[src/rtl/ipi_router_pkg.sv]
package ipi_router_pkg;
  typedef enum logic [1:0] {
    SU_INIT    = 2'd0,
    SU_SIPI    = 2'd1,
    SU_STARTED = 2'd2
  } su_state_e;

  localparam logic [2:0] DM_FIXED  = 3'd0;
  localparam logic [2:0] DM_LOWPRI = 3'd1;
  localparam logic [2:0] DM_INIT   = 3'd5;
  localparam logic [2:0] DM_START  = 3'd6;

  localparam logic [1:0] SH_NONE   = 2'd0;
  localparam logic [1:0] SH_SELF   = 2'd1;
  localparam logic [1:0] SH_ALL    = 2'd2;
  localparam logic [1:0] SH_OTHERS = 2'd3;
endpackage

[src/rtl/ipi_logical_match.sv]
module ipi_logical_match #(
  parameter int DST_W = 8,
  parameter int FMT_W = 4
) (
  input  logic [DST_W-1:0] log_id_i,
  input  logic [FMT_W-1:0] fmt_i,
  input  logic [DST_W-1:0] dst_i,
  output logic             hit_o,
  output logic             fmt_bad_o
);
  localparam int HALF = DST_W / 2;

  logic bcast, is_flat, is_clus, flat_hit, clus_hit;

  always_comb begin
    bcast    = &dst_i;
    is_flat  = (fmt_i == '0);
    is_clus  = (fmt_i == '1);
    flat_hit = |(log_id_i & dst_i);
    clus_hit = (log_id_i[DST_W-1:HALF] == dst_i[DST_W-1:HALF]) &&
               (|(log_id_i[HALF-1:0] & dst_i[HALF-1:0]));
    hit_o     = bcast || (is_flat && flat_hit) || (is_clus && clus_hit);
    fmt_bad_o = !bcast && !is_flat && !is_clus;
  end
endmodule

[src/rtl/ipi_target_sel.sv]
module ipi_target_sel
  import ipi_router_pkg::*;
#(
  parameter int N_UNITS = 4,
  parameter int DST_W   = 8,
  parameter int FMT_W   = 4,
  localparam int IDX_W  = (N_UNITS > 1) ? $clog2(N_UNITS) : 1
) (
  input  logic [1:0]               short_i,
  input  logic                     logical_i,
  input  logic [DST_W-1:0]         dst_i,
  input  logic [IDX_W-1:0]         src_i,
  input  logic [N_UNITS*DST_W-1:0] log_id_i,
  input  logic [N_UNITS*FMT_W-1:0] fmt_i,
  output logic [N_UNITS-1:0]       accept_o,
  output logic                     err_range_o,
  output logic                     err_fmt_o,
  output logic                     unsup_o
);
  logic [N_UNITS-1:0] lhit, lbad;

  for (genvar g = 0; g < N_UNITS; g++) begin : g_match
    ipi_logical_match #(.DST_W(DST_W), .FMT_W(FMT_W)) u_match (
      .log_id_i (log_id_i[g*DST_W +: DST_W]),
      .fmt_i    (fmt_i[g*FMT_W +: FMT_W]),
      .dst_i    (dst_i),
      .hit_o    (lhit[g]),
      .fmt_bad_o(lbad[g])
    );
  end

  always_comb begin
    accept_o    = '0;
    err_range_o = 1'b0;
    err_fmt_o   = 1'b0;
    unsup_o     = 1'b0;
    case (short_i)
      SH_NONE: begin
        if (logical_i) begin
          accept_o  = lhit;
          err_fmt_o = |lbad;
        end else begin
          err_range_o = ({1'b0, dst_i} >= (DST_W+1)'(N_UNITS));
          for (int i = 0; i < N_UNITS; i++)
            accept_o[i] = (dst_i == DST_W'(i));
        end
      end
      SH_SELF: begin
        unsup_o = logical_i;
        for (int i = 0; i < N_UNITS; i++)
          accept_o[i] = !logical_i && (src_i == IDX_W'(i));
      end
      SH_ALL: accept_o = '1;
      default: begin
        for (int i = 0; i < N_UNITS; i++)
          accept_o[i] = (src_i != IDX_W'(i));
      end
    endcase
  end
endmodule

[src/rtl/ipi_start_unit.sv]
module ipi_start_unit
  import ipi_router_pkg::*;
(
  input  logic       clk_i,
  input  logic       rst_ni,
  input  logic       hit_i,
  input  logic [2:0] mode_i,
  output logic [1:0] state_o,
  output logic       start_o,
  output logic       warn_o
);
  su_state_e st_q, st_d;

  always_comb begin
    st_d    = st_q;
    start_o = 1'b0;
    warn_o  = 1'b0;
    if (hit_i) begin
      if (mode_i == DM_INIT) begin
        if (st_q == SU_INIT) st_d = SU_SIPI;
        else warn_o = 1'b1;
      end else if (mode_i == DM_START) begin
        if (st_q == SU_SIPI) begin
          st_d    = SU_STARTED;
          start_o = 1'b1;
        end else warn_o = 1'b1;
      end
    end
  end

  always_ff @(posedge clk_i or negedge rst_ni) begin
    if (!rst_ni) st_q <= SU_INIT;
    else         st_q <= st_d;
  end

  assign state_o = st_q;
endmodule

[src/rtl/ipi_router.sv]
module ipi_router
  import ipi_router_pkg::*;
#(
  parameter int N_UNITS = 4,
  parameter int DST_W   = 8,
  parameter int FMT_W   = 4,
  parameter int VEC_W   = 8,
  parameter int PAGE_SH = 12,
  localparam int IDX_W  = (N_UNITS > 1) ? $clog2(N_UNITS) : 1
) (
  input  logic                       clk_i,
  input  logic                       rst_ni,
  input  logic                       cmd_hi_we_i,
  input  logic [DST_W-1:0]           dst_hi_i,
  input  logic                       cmd_lo_we_i,
  input  logic [VEC_W-1:0]           cmd_vec_i,
  input  logic [2:0]                 cmd_mode_i,
  input  logic                       cmd_logical_i,
  input  logic [1:0]                 cmd_short_i,
  input  logic [IDX_W-1:0]           src_unit_i,
  input  logic [N_UNITS*DST_W-1:0]   log_id_i,
  input  logic [N_UNITS*FMT_W-1:0]   fmt_model_i,
  output logic [N_UNITS-1:0]         dlv_o,
  output logic [VEC_W-1:0]           dlv_vec_o,
  output logic [2:0]                 dlv_mode_o,
  output logic [2*N_UNITS-1:0]       state_o,
  output logic [N_UNITS-1:0]         start_vld_o,
  output logic [VEC_W+PAGE_SH-1:0]   start_addr_o,
  output logic                       err_range_o,
  output logic                       err_fmt_o,
  output logic                       err_unsup_o,
  output logic                       warn_o
);
  localparam int SA_W = VEC_W + PAGE_SH;

  logic [DST_W-1:0]   dst_q, dst_eff;
  logic [N_UNITS-1:0] accept, tgt, fix_hit, start_c, warn_c;
  logic               range_c, fmt_c, unsup_sh, mode_ok, is_fixed, unsup_c;

  assign dst_eff = cmd_hi_we_i ? dst_hi_i : dst_q;

  ipi_target_sel #(.N_UNITS(N_UNITS), .DST_W(DST_W), .FMT_W(FMT_W)) u_sel (
    .short_i    (cmd_short_i),
    .logical_i  (cmd_logical_i),
    .dst_i      (dst_eff),
    .src_i      (src_unit_i),
    .log_id_i   (log_id_i),
    .fmt_i      (fmt_model_i),
    .accept_o   (accept),
    .err_range_o(range_c),
    .err_fmt_o  (fmt_c),
    .unsup_o    (unsup_sh)
  );

  always_comb begin
    is_fixed = (cmd_mode_i == DM_FIXED) || (cmd_mode_i == DM_LOWPRI);
    mode_ok  = is_fixed || (cmd_mode_i == DM_INIT) || (cmd_mode_i == DM_START);
    unsup_c  = cmd_lo_we_i && (unsup_sh || !mode_ok);
    tgt      = (cmd_lo_we_i && !unsup_sh && mode_ok) ? accept : '0;
    fix_hit  = is_fixed ? tgt : '0;
  end

  for (genvar g = 0; g < N_UNITS; g++) begin : g_unit
    ipi_start_unit u_su (
      .clk_i  (clk_i),
      .rst_ni (rst_ni),
      .hit_i  (tgt[g]),
      .mode_i (cmd_mode_i),
      .state_o(state_o[2*g +: 2]),
      .start_o(start_c[g]),
      .warn_o (warn_c[g])
    );
  end

  always_ff @(posedge clk_i or negedge rst_ni) begin
    if (!rst_ni) begin
      dst_q        <= '0;
      dlv_o        <= '0;
      dlv_vec_o    <= '0;
      dlv_mode_o   <= '0;
      start_vld_o  <= '0;
      start_addr_o <= '0;
      err_range_o  <= 1'b0;
      err_fmt_o    <= 1'b0;
      err_unsup_o  <= 1'b0;
      warn_o       <= 1'b0;
    end else begin
      if (cmd_hi_we_i) dst_q <= dst_hi_i;
      if (cmd_lo_we_i) begin
        dlv_vec_o  <= cmd_vec_i;
        dlv_mode_o <= cmd_mode_i;
      end
      if (|start_c) start_addr_o <= SA_W'(cmd_vec_i) << PAGE_SH;
      dlv_o       <= fix_hit;
      start_vld_o <= start_c;
      err_range_o <= cmd_lo_we_i && range_c;
      err_fmt_o   <= cmd_lo_we_i && fmt_c;
      err_unsup_o <= unsup_c;
      warn_o      <= |warn_c;
    end
  end
endmodule

[config.mk]
export PLATFORM = sky130hd
export DESIGN_NAME = ipi_router
export DESIGN_NICKNAME = d
export VERILOG_FILES = /design/src/rtl/ipi_router_pkg.sv /design/src/rtl/ipi_logical_match.sv /design/src/rtl/ipi_target_sel.sv /design/src/rtl/ipi_start_unit.sv /design/src/rtl/ipi_router.sv
export SDC_FILE = /design/constraint.sdc
export NUM_CORES = 1
export LEC_CHECK = 0
export BUFFER_PORTS_ARGS = -buffer_cell sky130_fd_sc_hd__buf_2
export CORE_MARGIN = 1.5
export CORE_UTILIZATION = 30
export DETAILED_ROUTE_END_ITERATION = 12
export GPL_ROUTABILITY_DRIVEN = 0
export SLEW_MARGIN = 40
export SYNTH_ARGS = -nofsm -noshare
export SYNTH_HDL_FRONTEND = slang
export SYNTH_HIERARCHICAL = 1
export SYNTH_SLANG_ARGS = --single-unit
[constraint.sdc]
create_clock -name clk_i -period 4.1 [get_ports clk_i]
set_input_delay 0.615 -clock clk_i [delete_from_list [all_inputs] [get_ports clk_i]]
set_output_delay 0.615 -clock clk_i [all_outputs]
set_load 0.01 [all_outputs]
==> results.txt <==
The flow ran to the end, and the final reports show no timing, DRC or antenna violations. The layer carrying the most global-route usage is met2. The met3 demand-to-capacity share in global routing is 0.0386. The data required time of the critical path came out at 4.29 ns. STA classifies the critical path startpoint as an input port. The number of buffers created by CTS is 5. The post-synthesis sequential area ratio is 0.404. The initial antenna violation count was 0.

The final setup violation count came out at 0. By count the netlist is led by sky130_fd_sc_hd__dfrtp_1, sky130_fd_sc_hd__mux2_2, sky130_fd_sc_hd__nor2_1. The time the worst path needs with I/O delays and setup is 3.67 ns.

Across the VDD grid, the largest voltage drop is 0.000189 V. The post-route clock skew came out at 0.00402 ns. Ranked by total cell area, the synthesized netlist is headed by sky130_fd_sc_hd__dfrtp_1, sky130_fd_sc_hd__mux2_2, sky130_fd_sc_hd__ha_1, sky130_fd_sc_hd__nor4_4, sky130_fd_sc_hd__buf_4. The global-route wire length before repair is 12.5 mm. The reported leakage power came out at 1.77 nW. Across every metal layer, demand over resource in global routing totals 0.154. After layout, the design draws a total of 1.06 mW. The utilization after layout came out at 0.400.

The total count of max-transition violations in the final report is 0. The accumulated negative setup slack came out at 0 ns. Of the post-synthesis cell area, the dominant cell type holds 0.404. Using the TritonRoute via totals, the vias-per-cell ratio works out to 5.11.

The count of nets after finishing is 485. In this run the horizontal extent of the chip is 101 microns. The transition time of the tightest slew-check pin came out at 0.699 ns. The post-cts repair resize count is 0. The clock insertion delay at the later pin of the skew report is 0.30 ns.

The setup slack of the critical path after layout is 0.434 ns. The leftover overflow at the end of global routing came out at 0. 127 I/O pins were placed.

The detailed router finished its first iteration with 103 violations. The CTS clock-pin slew for the worst setup and hold paths came out at 0.09 ns. The area added between synthesis and finish is 28.4%. The part of the cycle the worst path needs is 0.894. In this run the clock root is driven by a sky130_fd_sc_hd__clkbuf_8.

Yosys mapped a number of flops with a built-in enable equal to 0. The largest total area in the synthesized netlist belongs to sky130_fd_sc_hd__dfrtp_1. The first TritonRoute pass finished after 4 iterations. The maximum count of clock buffers along a single path is 2. The number of nets with antenna violations after detailed routing is 0. The critical path goes through buf_2 -> mux2_2 -> buf_4 -> ha_1 -> nor4_1 -> o211ai_1 -> nand4b_1 -> nand2_1 -> a31oi_1 -> nand2_1 -> nor2_1 -> nand2_1 -> nor4_1 -> nor4_4 -> mux2_2.

Power spread over the standard cell area amounts to 285 nW/um^2. For this run, the number of Yosys warnings is 6. Once layout is complete, the cells apart from fillers number 523. Data on the critical path arrives at its endpoint at 3.85 ns. In this run the worst hold path is classified as input port to asynchronous set/reset pin.

The maximum fanout along the worst path came out at 8. The antenna diode count is 0. The fraction of final layout cells with drive strength greater than 1 is 0.419. The slowest library cell on the worst path is sky130_fd_sc_hd__nor4_1. The post-synthesis async set-or-reset flop share came out at 1.00. The number of H-tree levels is 2. The biggest cell delay along the critical path came out at 0.52 ns. The met1 track demand over resource in global routing is 0.207.

The remaining design rule violation count is 0. The pin count of the biggest net entering global routing came out at 48. The detailed-placement wirelength estimate is 6.07 mm. The endpoint type of the worst setup path is a flop.

The routed wire length is 7.71 mm. Across all layers, the routed design uses 2671 vias. Max-cap violations in this run came to 0. For this design, the sink count on the clock tree is 47. The most numerous cell type found on the critical path is sky130_fd_sc_hd__nand2_1. TritonCTS built the clock tree. The fraction of met2 tracks used by global routing is 0.249. The cell count after placement came out at 515. The final cell area excluding filler cells came out at 3730 sq um.

Setup repair after global routing left no endpoint under its margin. Dividing the detail-routed wire length by the instance count gives 14.7 microns. Counting flops and latches in the post-synthesis netlist gives 47. The floorplan has 35 rows. The hold buffer count at cts is 0. The worst hold slack after final layout is 0.311 ns. The cell area reported after detailed placement came out at 3620 sq um. The die covers 10300 sq um. The initial cell density of the core came out at 0.312. The count of unique library cells instantiated by Yosys is 42. The number of I/O port buffers came out at 114. OpenSTA, run right after detailed placement, puts the worst setup slack at 0.0538 ns. The worst setup path is of the input port to flop kind.

Averaged over all synthesized cells, the footprint is 10.7 sq um. The core region is 9330 sq um. The area of the mapped netlist came out at 2910 sq um. The number of setup buffers added after CTS came out at 0. The die boundary height came out at 101 microns. The maximum operating frequency came out at 273 MHz. The final-report hold violation count is 0. The via count of the first global-routing pass came out at 2667. For this run, the leading register cell type out of synthesis is sky130_fd_sc_hd__dfrtp_1. sky130_fd_sc_hd__dfrtp_1 is the most common cell in the netlist. The gate count after technology mapping is 272. Measured against its own limit, the worst slew margin works out to 0.530.
-- routing by layer --
metal	share of wire	routed length (microns)
met1	0.46	3510
met2	0.47	3590
met3	0.063	483
met4	0.016	121
met5	0	0
-- final cells by class --
type | instances | area (sq um)
Fill cell | 941 | 5590
Multi-Input combinational cell | 213 | 1640
Sequential cell | 47 | 1180
Timing Repair Buffer | 121 | 626
Tap cell | 129 | 161
Clock buffer | 5 | 68.8
Clock inverter | 3 | 43.8
Inverter | 5 | 18.8
-- layout by cell type (no fill, tap or decap), types with 2 or more instances in the layout --
cell type / instances
sky130_fd_sc_hd__o31ai_1: 9
sky130_fd_sc_hd__a22o_1: 8
sky130_fd_sc_hd__buf_2: 113
sky130_fd_sc_hd__dfrtp_1: 47
sky130_fd_sc_hd__nand3b_1: 2
sky130_fd_sc_hd__o41ai_1: 5
sky130_fd_sc_hd__nand4b_1: 6
sky130_fd_sc_hd__ha_1: 16
sky130_fd_sc_hd__buf_4: 8
sky130_fd_sc_hd__nor3_1: 5
sky130_fd_sc_hd__nor4_1: 10
sky130_fd_sc_hd__a41oi_1: 4
sky130_fd_sc_hd__nor2b_1: 4
sky130_fd_sc_hd__nor4_4: 6
sky130_fd_sc_hd__a21oi_1: 5
sky130_fd_sc_hd__and4_1: 4
sky130_fd_sc_hd__conb_1: 12
sky130_fd_sc_hd__inv_1: 5
sky130_fd_sc_hd__a31oi_1: 2
sky130_fd_sc_hd__clkbuf_8: 5
sky130_fd_sc_hd__nand2b_1: 7
sky130_fd_sc_hd__a22oi_1: 2
sky130_fd_sc_hd__nand2_1: 15
sky130_fd_sc_hd__o21ai_1: 8
sky130_fd_sc_hd__nand3_1: 4
sky130_fd_sc_hd__a2bb2oi_1: 4
sky130_fd_sc_hd__o211ai_1: 5
sky130_fd_sc_hd__nor2_1: 18
sky130_fd_sc_hd__nand4_1: 9
sky130_fd_sc_hd__mux2_2: 27
sky130_fd_sc_hd__and2_1: 6
-- critical path, delay by kind of cell --
kind	cells	cell delay [ns]
mux	2	0.76
compound gates	2	0.31
buf+inv	2	0.37
simple gates	8	1.53
fa+ha+maj	1	0.26
-- flip-flops by register name, indices dropped and copies added (netlist names) --
signal and flops:
dlv_mode_o 3, dlv_o 4, dlv_vec_o 8, dst_q 8
err_fmt_o 1, err_range_o 1, err_unsup_o 1, g_unit.u_su/state_o 8
start_addr_o 8, start_vld_o 4, warn_o 1
-- cell families after synthesis --
logic type               share of synthesized area
AND/OR/NAND/NOR                              0.233
buffers and inverters                       0.0460
XOR/XNOR                                   0.00301
other                                      0.00129
flip-flops                                   0.404
adder cells (fa/ha/maj)                     0.0688
multiplexers                                 0.105
AO/OA/AOI/OAI                                0.139
-- path summary, 6_finish.rpt --
kind | start | endpoint | slack [ns] | cells after the start
worst min-delay path | rst_ni | dlv_vec_o[0]$_DFFE_PN0P_ | 0.31 | 1
worst max register to register | dst_q[5]$_DFF_PN0_ | start_addr_o[18]$_DFFE_PN0P_ | 0.67 | 14
worst min register to register | start_addr_o[14]$_DFFE_PN0P_ | start_addr_o[14]$_DFFE_PN0P_ | 0.51 | 1
max in group asynchronous | rst_ni | dst_q[4]$_DFF_PN0_ | 3.39 | 1
worst max-delay path | cmd_hi_we_i | start_addr_o[18]$_DFFE_PN0P_ | 0.43 | 15
min in group clk_i | start_addr_o[14]$_DFFE_PN0P_ | start_addr_o[14]$_DFFE_PN0P_ | 0.51 | 1
-- report_power, final --
group | internal, mW | switching [mW] | leakage, nW | total (mW)
clock | 0.182 | 0.158 | 0.0581 | 0.340
combinational | 0.0988 | 0.132 | 1.12 | 0.231
sequential | 0.485 | 0.00737 | 0.590 | 0.492
total | 0.765 | 0.298 | 1.77 | 1.06
No activity file was read; power rests on OpenSTA's default activity.
